<file path="src/rtl/cct_pkg.sv">
package cct_pkg;
  localparam int CNT_W  = 16;
  localparam int BYTE_W = 8;
  localparam int ADDR_W = 3;

  localparam logic [ADDR_W-1:0] RA_CTRL   = 3'd0;
  localparam logic [ADDR_W-1:0] RA_STAT   = 3'd1;
  localparam logic [ADDR_W-1:0] RA_CNT_H  = 3'd2;
  localparam logic [ADDR_W-1:0] RA_CNT_L  = 3'd3;
  localparam logic [ADDR_W-1:0] RA_CAP_H  = 3'd4;
  localparam logic [ADDR_W-1:0] RA_CAP_L  = 3'd5;
  localparam logic [ADDR_W-1:0] RA_CMP_H  = 3'd6;
  localparam logic [ADDR_W-1:0] RA_CMP_L  = 3'd7;

  localparam int B_CAP = 7;
  localparam int B_CMP = 6;
  localparam int B_OVF = 5;
  localparam int B_EDG = 1;
  localparam int B_LVL = 0;

  typedef struct packed {
    logic cap_ie;
    logic cmp_ie;
    logic ovf_ie;
    logic edge_rise;
    logic out_lvl;
  } ctrl_t;

  typedef struct packed {
    logic cap;
    logic cmp;
    logic ovf;
  } flags_t;

  function automatic logic [BYTE_W-1:0] ctrl_to_byte(ctrl_t c);
    logic [BYTE_W-1:0] b;
    b = '0;
    b[B_CAP] = c.cap_ie;
    b[B_CMP] = c.cmp_ie;
    b[B_OVF] = c.ovf_ie;
    b[B_EDG] = c.edge_rise;
    b[B_LVL] = c.out_lvl;
    return b;
  endfunction

  function automatic logic [BYTE_W-1:0] flags_to_byte(flags_t f);
    logic [BYTE_W-1:0] b;
    b = '0;
    b[B_CAP] = f.cap;
    b[B_CMP] = f.cmp;
    b[B_OVF] = f.ovf;
    return b;
  endfunction

  function automatic logic [BYTE_W-1:0] pick_byte(logic [CNT_W-1:0] v, logic hi);
    return hi ? v[CNT_W-1:BYTE_W] : v[BYTE_W-1:0];
  endfunction

  function automatic logic [CNT_W-1:0] count_next(logic [CNT_W-1:0] v);
    return v + 1'b1;
  endfunction
endpackage

</file>
<file path="src/rtl/cct_prescaler.sv">
module cct_prescaler #(
  parameter int DIV = 4
) (
  input  logic clk,
  input  logic rst_n,
  output logic tick
);
  generate
    if (DIV <= 1) begin : g_pass
      assign tick = 1'b1;
    end else begin : g_div
      localparam int PW = $clog2(DIV);
      localparam logic [PW-1:0] LAST = PW'(DIV - 1);
      logic [PW-1:0] pc;
      always_ff @(posedge clk or negedge rst_n) begin
        if (!rst_n)          pc <= '0;
        else if (pc == LAST) pc <= '0;
        else                 pc <= pc + 1'b1;
      end
      assign tick = (pc == LAST);
    end
  endgenerate
endmodule

</file>
<file path="src/rtl/cct_counter.sv">
module cct_counter
  import cct_pkg::*;
(
  input  logic             clk,
  input  logic             rst_n,
  input  logic             tick,
  output logic [CNT_W-1:0] cnt_q,
  output logic             wrap_evt,
  output logic             cnt_moved
);
  localparam logic [CNT_W-1:0] TOP = '1;

  assign wrap_evt = tick && (cnt_q == TOP);

  always_ff @(posedge clk or negedge rst_n) begin
    if (!rst_n) begin
      cnt_q     <= '0;
      cnt_moved <= 1'b0;
    end else begin
      cnt_moved <= tick;
      if (tick) cnt_q <= count_next(cnt_q);
    end
  end

  a_r3_wrap: assert property (@(posedge clk) disable iff (!rst_n)
    (tick && cnt_q == TOP) |=> (cnt_q == '0));
  a_r3_hold: assert property (@(posedge clk) disable iff (!rst_n)
    !tick |=> $stable(cnt_q));
endmodule

</file>
<file path="src/rtl/cct_edge_sync.sv">
module cct_edge_sync #(
  parameter int STAGES = 2
) (
  input  logic clk,
  input  logic rst_n,
  input  logic din,
  input  logic rise_sel,
  output logic hit_rise,
  output logic hit_fall,
  output logic hit
);
  logic [STAGES:0] sh;

  always_ff @(posedge clk or negedge rst_n) begin
    if (!rst_n) sh <= '0;
    else        sh <= {sh[STAGES-1:0], din};
  end

  assign hit_rise = sh[STAGES-1] & ~sh[STAGES];
  assign hit_fall = ~sh[STAGES-1] & sh[STAGES];
  assign hit      = rise_sel ? hit_rise : hit_fall;

  a_r4_one_cycle: assert property (@(posedge clk) disable iff (!rst_n)
    hit_rise |=> !hit_rise);
  a_r5_one_cycle: assert property (@(posedge clk) disable iff (!rst_n)
    hit_fall |=> !hit_fall);
endmodule

</file>
<file path="src/rtl/cct_timer.sv">
module cct_timer
  import cct_pkg::*;
#(
  parameter int PRESCALE    = 4,
  parameter int SYNC_STAGES = 2
) (
  input  logic              clk,
  input  logic              rst_n,
  input  logic              bus_sel,
  input  logic              bus_wr,
  input  logic [2:0]        bus_addr,
  input  logic [7:0]        bus_wdata,
  output logic [7:0]        bus_rdata,
  input  logic              cap_in,
  output logic              cmp_out,
  output logic              irq
);
  logic             tick;
  logic [CNT_W-1:0] cnt;
  logic             ovf_evt;
  logic             cnt_moved;
  logic             cap_evt;
  logic             cap_rise;
  logic             cap_fall;
  logic             cmp_hit;

  ctrl_t            ctrl;
  logic             edge_q = 1'b0;
  flags_t           flags;
  logic [CNT_W-1:0] cap_q;
  logic [CNT_W-1:0] cmp_q;

  logic wr_any;
  logic wr_ctrl;
  logic wr_stat;
  logic wr_cmp_h;
  logic wr_cmp_l;

  cct_prescaler #(.DIV(PRESCALE)) u_pre (
    .clk(clk), .rst_n(rst_n), .tick(tick)
  );

  cct_counter u_cnt (
    .clk(clk), .rst_n(rst_n), .tick(tick),
    .cnt_q(cnt), .wrap_evt(ovf_evt), .cnt_moved(cnt_moved)
  );

  cct_edge_sync #(.STAGES(SYNC_STAGES)) u_sync (
    .clk(clk), .rst_n(rst_n), .din(cap_in), .rise_sel(edge_q),
    .hit_rise(cap_rise), .hit_fall(cap_fall), .hit(cap_evt)
  );

  assign wr_any   = bus_sel && bus_wr;
  assign wr_ctrl  = wr_any && (bus_addr == RA_CTRL);
  assign wr_stat  = wr_any && (bus_addr == RA_STAT);
  assign wr_cmp_h = wr_any && (bus_addr == RA_CMP_H);
  assign wr_cmp_l = wr_any && (bus_addr == RA_CMP_L);

  assign cmp_hit = cnt_moved && (cnt == cmp_q);

  always_ff @(posedge clk) begin
    if (wr_ctrl) edge_q <= bus_wdata[B_EDG];
  end

  always_comb begin
    ctrl.cap_ie    = 1'b0;
    ctrl.cmp_ie    = 1'b0;
    ctrl.ovf_ie    = 1'b0;
    ctrl.out_lvl   = 1'b0;
    ctrl.edge_rise = edge_q;
    ctrl.cap_ie    = ie_q[2];
    ctrl.cmp_ie    = ie_q[1];
    ctrl.ovf_ie    = ie_q[0];
    ctrl.out_lvl   = lvl_q;
  end

  logic [2:0] ie_q;
  logic       lvl_q;

  always_ff @(posedge clk or negedge rst_n) begin
    if (!rst_n) begin
      ie_q  <= '0;
      lvl_q <= 1'b0;
    end else if (wr_ctrl) begin
      ie_q  <= {bus_wdata[B_CAP], bus_wdata[B_CMP], bus_wdata[B_OVF]};
      lvl_q <= bus_wdata[B_LVL];
    end
  end

  always_ff @(posedge clk or negedge rst_n) begin
    if (!rst_n) begin
      flags <= '0;
    end else begin
      flags.cap <= cap_evt | (flags.cap & ~(wr_stat & bus_wdata[B_CAP]));
      flags.cmp <= cmp_hit | (flags.cmp & ~(wr_stat & bus_wdata[B_CMP]));
      flags.ovf <= ovf_evt | (flags.ovf & ~(wr_stat & bus_wdata[B_OVF]));
    end
  end

  always_ff @(posedge clk or negedge rst_n) begin
    if (!rst_n)       cap_q <= '0;
    else if (cap_evt) cap_q <= cnt;
  end

  always_ff @(posedge clk or negedge rst_n) begin
    if (!rst_n) begin
      cmp_q <= '1;
    end else begin
      if (wr_cmp_h) cmp_q[CNT_W-1:BYTE_W] <= bus_wdata;
      if (wr_cmp_l) cmp_q[BYTE_W-1:0]     <= bus_wdata;
    end
  end

  always_ff @(posedge clk or negedge rst_n) begin
    if (!rst_n)       cmp_out <= 1'b0;
    else if (cmp_hit) cmp_out <= ctrl.out_lvl;
  end

  always_comb begin
    case (bus_addr)
      RA_CTRL:  bus_rdata = ctrl_to_byte(ctrl);
      RA_STAT:  bus_rdata = flags_to_byte(flags);
      RA_CNT_H: bus_rdata = pick_byte(cnt, 1'b1);
      RA_CNT_L: bus_rdata = pick_byte(cnt, 1'b0);
      RA_CAP_H: bus_rdata = pick_byte(cap_q, 1'b1);
      RA_CAP_L: bus_rdata = pick_byte(cap_q, 1'b0);
      RA_CMP_H: bus_rdata = pick_byte(cmp_q, 1'b1);
      default:  bus_rdata = pick_byte(cmp_q, 1'b0);
    endcase
  end

  assign irq = (flags.cap & ctrl.cap_ie) | (flags.cmp & ctrl.cmp_ie)
             | (flags.ovf & ctrl.ovf_ie);

  a_r4_capture: assert property (@(posedge clk) disable iff (!rst_n)
    cap_evt |=> (cap_q == $past(cnt)) && flags.cap);
  a_r5_other_edge: assert property (@(posedge clk) disable iff (!rst_n)
    (!cap_evt && !(wr_stat && bus_wdata[B_CAP])) |=> $stable(cap_q) && ($past(flags.cap) == flags.cap));
  a_r6_level: assert property (@(posedge clk) disable iff (!rst_n)
    cmp_hit |=> (cmp_out == $past(ctrl.out_lvl)) && flags.cmp);
  a_r6_hold: assert property (@(posedge clk) disable iff (!rst_n)
    !cmp_hit |=> $stable(cmp_out));
  a_r3_overflow: assert property (@(posedge clk) disable iff (!rst_n)
    ovf_evt |=> flags.ovf);
  a_r7_clear: assert property (@(posedge clk) disable iff (!rst_n)
    (wr_stat && bus_wdata[B_OVF] && !ovf_evt) |=> !flags.ovf);
endmodule

</file>
<file path="config.mk">
export PLATFORM = sky130hd
export DESIGN_NAME = cct_timer
export DESIGN_NICKNAME = d
export VERILOG_FILES = /design/src/rtl/cct_pkg.sv /design/src/rtl/cct_prescaler.sv /design/src/rtl/cct_counter.sv /design/src/rtl/cct_edge_sync.sv /design/src/rtl/cct_timer.sv
export SDC_FILE = /design/constraint.sdc
export NUM_CORES = 1
export LEC_CHECK = 0
export BUFFER_PORTS_ARGS = -buffer_cell sky130_fd_sc_hd__buf_2
export CORE_MARGIN = 2
export CORE_UTILIZATION = 52
export DETAILED_ROUTE_END_ITERATION = 6
export PLACE_DENSITY = 0.77
export SYNTH_ARGS = -nofsm -noshare
export SYNTH_HDL_FRONTEND = slang
export SYNTH_SLANG_ARGS = --single-unit
export TNS_END_PERCENT = 50
</file>
<file path="constraint.sdc">
create_clock -name clk -period 2.6 [get_ports clk]
set_input_delay 0.52 -clock clk [delete_from_list [all_inputs] [get_ports clk]]
set_output_delay 0.52 -clock clk [all_outputs]
set_load 0.05 [all_outputs]
</file>
Word level (Yosys, flattened, before mapping)
Cells that the tools add are included.

cells by class
  add/subtract/negate cells = 2
  multiply operators = 0
  div/mod/pow operators = 0
  $lt $le $gt $ge = 0
  equal/unequal tests = 10
  shift-type cells = 0
  multiplexer cells = 3
  bitwise operators = 21
  reduce and logical (&&, ||, !) cells = 8

operators with widths
  kind                                           number
  case mux 8 bit (7 select lines)                1
  adder 16 x 1 -> 16 bit, second input constant  1
  == test 16 bit                                 1
  == test 16 bit, second input constant          1
  == test 3 bit, second input constant           4
  AND 1 bit                                      11
  logical AND 1 bit                              7
  == test 3 x 2 -> 1 bit, second input constant  2
  inverter 1 bit                                 5
  bitwise OR 1 bit                               5
  == test 3 x 1 -> 1 bit, second input constant  1
  zero test 3 bit                                1
  adder 2 x 1 -> 2 bit, second input constant    1
  == test 2 bit, second input constant           1
  two-way mux 2 bit                              1
  two-way mux 1 bit                              1

storage, ports and cells
  register bits = 63
  latch bits = 0
  memory bits (writable) = 0
  ROM bits = 0
  output and inout port bits = 10
  memories kept = 0

Longest topological paths before layout
  word-level depth = 6
  mapped depth = 7

Hierarchy
From an unflattened synthesis, not the netlist that was laid out.

second synthesis, totals
  cell total of the unflattened synthesis = 256
  area total of the unflattened synthesis = 3,255.6 µm²

by module, submodules not included
  module         times used  cells an instance  area each (µm²)  seq. area each (µm²)
  cct_timer      1           181                2,313.5          1,051.0
  cct_counter    1           65                 777.0            425.4
  cct_edge_sync  1           6                  98.8             75.1
  cct_prescaler  1           4                  66.3             50.0

Worst setup path after synthesis
OpenSTA, ideal clock, no wires.

  path type = input to output
  from = input port bus_addr[2]
  to = output port bus_rdata[1]
  arrival = 1.998 ns
  slack = 0.082 ns
  stages = 6
  path through = buf_6 buf_4 mux2i_1 nor3_1 o22ai_1 a21oi_1

between the ends
  longest elaborated chain between the ends = 2
  elaborated cells between the ends (all ways) = 8
  classes of those cells = eq/ne: 6; mux: 1; reduce/logical: 1

RTL lines
  element                                line              source
  start: declaration                     cct_timer.sv:11   input logic [2:0] bus_addr,
  == test 3 bit (tied with other cells)  cct_timer.sv:120  case (bus_addr)
  case mux 8 bit (7 select lines) *      cct_timer.sv:120
  end: declaration                       cct_timer.sv:13   output logic [7:0] bus_rdata,

Every way passes the cells marked *; elsewhere a longest branch is shown, timed or not.

Final worst setup path
  from = input port bus_addr[2]
  to = output port bus_rdata[2]

Same word-level chain as after synthesis.

==> impl_metrics.toml <==
[floorplanning]
std_cell_rows = 28
placeableCoreArea_sq_um = 5990
floorplan.die_area_sq_um = 6900
fp.dieH_microns = 83.1
die_width_microns = 83.1
initial_utilization_pct = 54.3
num_io_pins = 26

[timing]
achievable-frequency_mhz = 421
setup_violations = 0
worst_slew_margin_rel_pct = 42.5
totalNegativeSetupSlack_ns = 0
rsz0062_at_grt = "false"
finClkSkew_ns = 0.00749
timing_max_transition_violations_final = 0
layout_min_cycle_time_ns = 2.38
report.final.hold_viol_count = 0
final_min_period_over_clock_period_pct = 91.5
worst_hold_slack_ns = 0.227
worst-slew-pin-transition_ns = 0.850
final_critical_path_setup_slack_ns = 0.222

[cells_and_area]
final_cell_mix = "dfrtp_1 (46), mux2_2 (42), nand2_1 (26)"
drive_above_1_share_pct = 37.2
num_antenna_cells = 0
final_standard_cell_utilization_of_the_core_pct = 60.3
syn_to_final_growth_pct = 11.0
final_common_cell = "dfrtp_1"
final_nets = 322

[drt]
drt_first_pass_iters = 4
dr_drc_count = 0
post_drt_wl_per_cell_microns = 18.2
wl_mm = 6.99
first_iter_violations = 163
via_per_inst = 5.90
final_antenna_net_count = 0
routed-via-count = 2265

[worst_setup_path]
reg2reg_setup_slack_ns = 0.80
reg2reg_launch_point = "u_pre.g_div.pc[0]"
timing.critical_path.to_type = "primary output"
crit_fanout = 27
worst_r2r_endpoint = "u_cnt.cnt_q[14]"
worst_ep_required_time_ns = 2.08
arrival_ns = 1.86
critical_path_class = "in2out"
worst-r2r-cell-count = 6
worst_setup_path_start_kind = "input port"

[placement]
dp_hpwl_mm = 5.01
pre_cts_ws_ns = 0.229
port-buffer-count = 25
globalplace.congestion = 0.880

[synth]
avgSynthCellArea_sq_um = 11.8
synth_edf_count = 1
syn-num-nets = 293
top_ff_cell_synth = "dfrtp_1"
ys_seq_area_share_pct = 49.3
synth_area_sq_um = 3250
yosysWarningCount = 0
netlist_instances = 275
synth.lib_cells_used.distinct = 49
ys_async_sr_fraction_pct = 98.4
ys_seq_elements = 63

[global_route]
grt_pass1_vias = 2252
grt_max_degree = 33
grt_pass1_wl_mm = 11.6
grt_remaining_overflow = 0
track_usage_pct = 21.7
grt_antenna_before_repair = 0

[clocking]
clockBufferDepth = 2
worst_setup_hold_path_clk_slew_ns = 0.06
tritoncts_clock_tree = "built"
source_to_sink_clock_delay_at_the_later_pin_of_the_worst_skew_pair_ns = 0.34
cell_at_the_root_of_the_clock_tree = "clkbuf_8"
cts_setup_buffers = 0
cts_bufs_inserted = 9
cts.sinks = 63
clock_tree.htree_level_count = 3

[power_and_ir_drop]
power_density_nw_per_um2 = 657
clock_power_share_pct = 32.0
power.switching_fraction_pct = 28.4
switchingPower_uw = 673
p_int_uw = 1700
vdd_ir_drop_max_mv = 0.426
portion_of_total_power_attributed_to_sequential_cells_pct = 50.9
p_comb_share_pct = 17.1
cellLeakagePower_uw = 0.00160

[job]
cap_violations = 0

[run_status]
outcome = "finished, final reports clean"

[min_path]
worst_hold_path_type = "in2async"
[layer usage]
| metal | global-route usage, % | wire, microns | vias to the layer above |
|---|---|---|---|
| met1 | 28.9 | 3120 | 1135 |
| met2 | 33.1 | 3270 | 76 |
| met3 | 6.16 | 454 | 16 |
| met4 | 9.69 | 155 | 0 |
| met5 | 0 | 0 | - |
| li1 | - | - | 1038 |
[worst max path at each step]
| stage | start | end | slack [ns] |
|---|---|---|---|
| after CTS | bus_addr[2] | bus_rdata[2] | 0.22 |
| after global placement | bus_addr[2] | bus_rdata[1] | 0.24 |
| after detailed placement | bus_addr[1] | bus_rdata[4] | 0.23 |
| after global routing | bus_addr[2] | bus_rdata[2] | 0.06 |
| after floorplan | bus_addr[2] | bus_rdata[1] | 0.08 |
| final | bus_addr[2] | bus_rdata[2] | 0.22 |
[state kept, by name, indices dropped and copies added, names as in the netlist]
name / cells
u_cnt.cnt_moved: 1
lvl_q: 1
cmp_q: 16
u_pre.g_div.pc: 2
ie_q: 3
flags: 3
edge_q: 1
cap_q: 16
u_sync.sh: 3
cmp_out: 1
u_cnt.cnt_q: 16
[stage by stage]
| step | instance area (sq um) | instances | power [uW] |
|---|---|---|---|
| 6_report | 3610 | 384 | 2370 |
| 5_1_grt | 3610 | 384 | 2480 |
| 4_1_cts | 3610 | 384 | 2390 |
| 3_5_place_dp | 3440 | 368 | 1630 |
| 3_3_place_gp | 3440 | 368 | 1610 |
| 2_1_floorplan | 3250 | 275 | 1490 |
[cell type report]
type,count,area (sq um)
Tap cell,75,93.8
Fill cell,494,2380
Sequential cell,63,1600
Inverter,4,15.0
Clock buffer,15,166
Multi-Input combinational cell,190,1490
Clock inverter,1,5.00
Timing Repair Buffer,36,235
[cell families (layout without fill, tap and decap cells)]
family	after synthesis	in the layout	share of synthesized area (%)
AND/OR/NAND/NOR	71	71	12.0
buffers and inverters	22	56	4.81
adder cells (fa/ha/maj)	2	2	0.770
multiplexers	49	49	17.6
flip-flops	63	63	49.3
AO/OA/AOI/OAI	37	37	7.12
XOR/XNOR	31	31	8.35
[power by group through the flow]
stage	sequential (uW)	clock [uW]	combinational (uW)
3_3_place_gp	1220	0	397
3_5_place_dp	1220	0	405
6_report	1210	758	406
4_1_cts	1210	775	407
2_1_floorplan	1190	0	308
5_1_grt	1220	816	441
[repair_timing]
item / CTS / global route
setup endpoints to repair: 0 / 1
endpoints found under the hold margin: 0 / 0
resized for setup: 0 / 2
hold buffers: 0 / 0
[synthesized netlist by cell type, drive strengths merged, types with 3 or more instances]
| library cell | instances | area [sq um] |
|---|---|---|
| mux2 | 43 | 484 |
| nor2 | 15 | 61.3 |
| nand2 | 26 | 97.6 |
| buf | 16 | 134 |
| xnor2 | 22 | 193 |
| xor2 | 9 | 78.8 |
| dfrtp | 46 | 1150 |
| nand3 | 5 | 37.5 |
| inv | 4 | 15.0 |
| dfstp | 16 | 420 |
| nor3 | 4 | 31.3 |
| o21ai | 11 | 55.1 |
| a21oi | 13 | 68.8 |
| nand4 | 9 | 62.6 |
| and3 | 3 | 20.0 |
| mux2i | 4 | 40.0 |
[critical path, cell delays in order]
cell	delay, ns
buf_2	0.17
buf_12	0.18
o21a_1	0.18
a21oi_1	0.11
o21ai_1	0.09
a311oi_1	0.28
a21oi_1	0.09
clkbuf_4	0.22
Note: power is estimated with default switching activity, not from simulation.
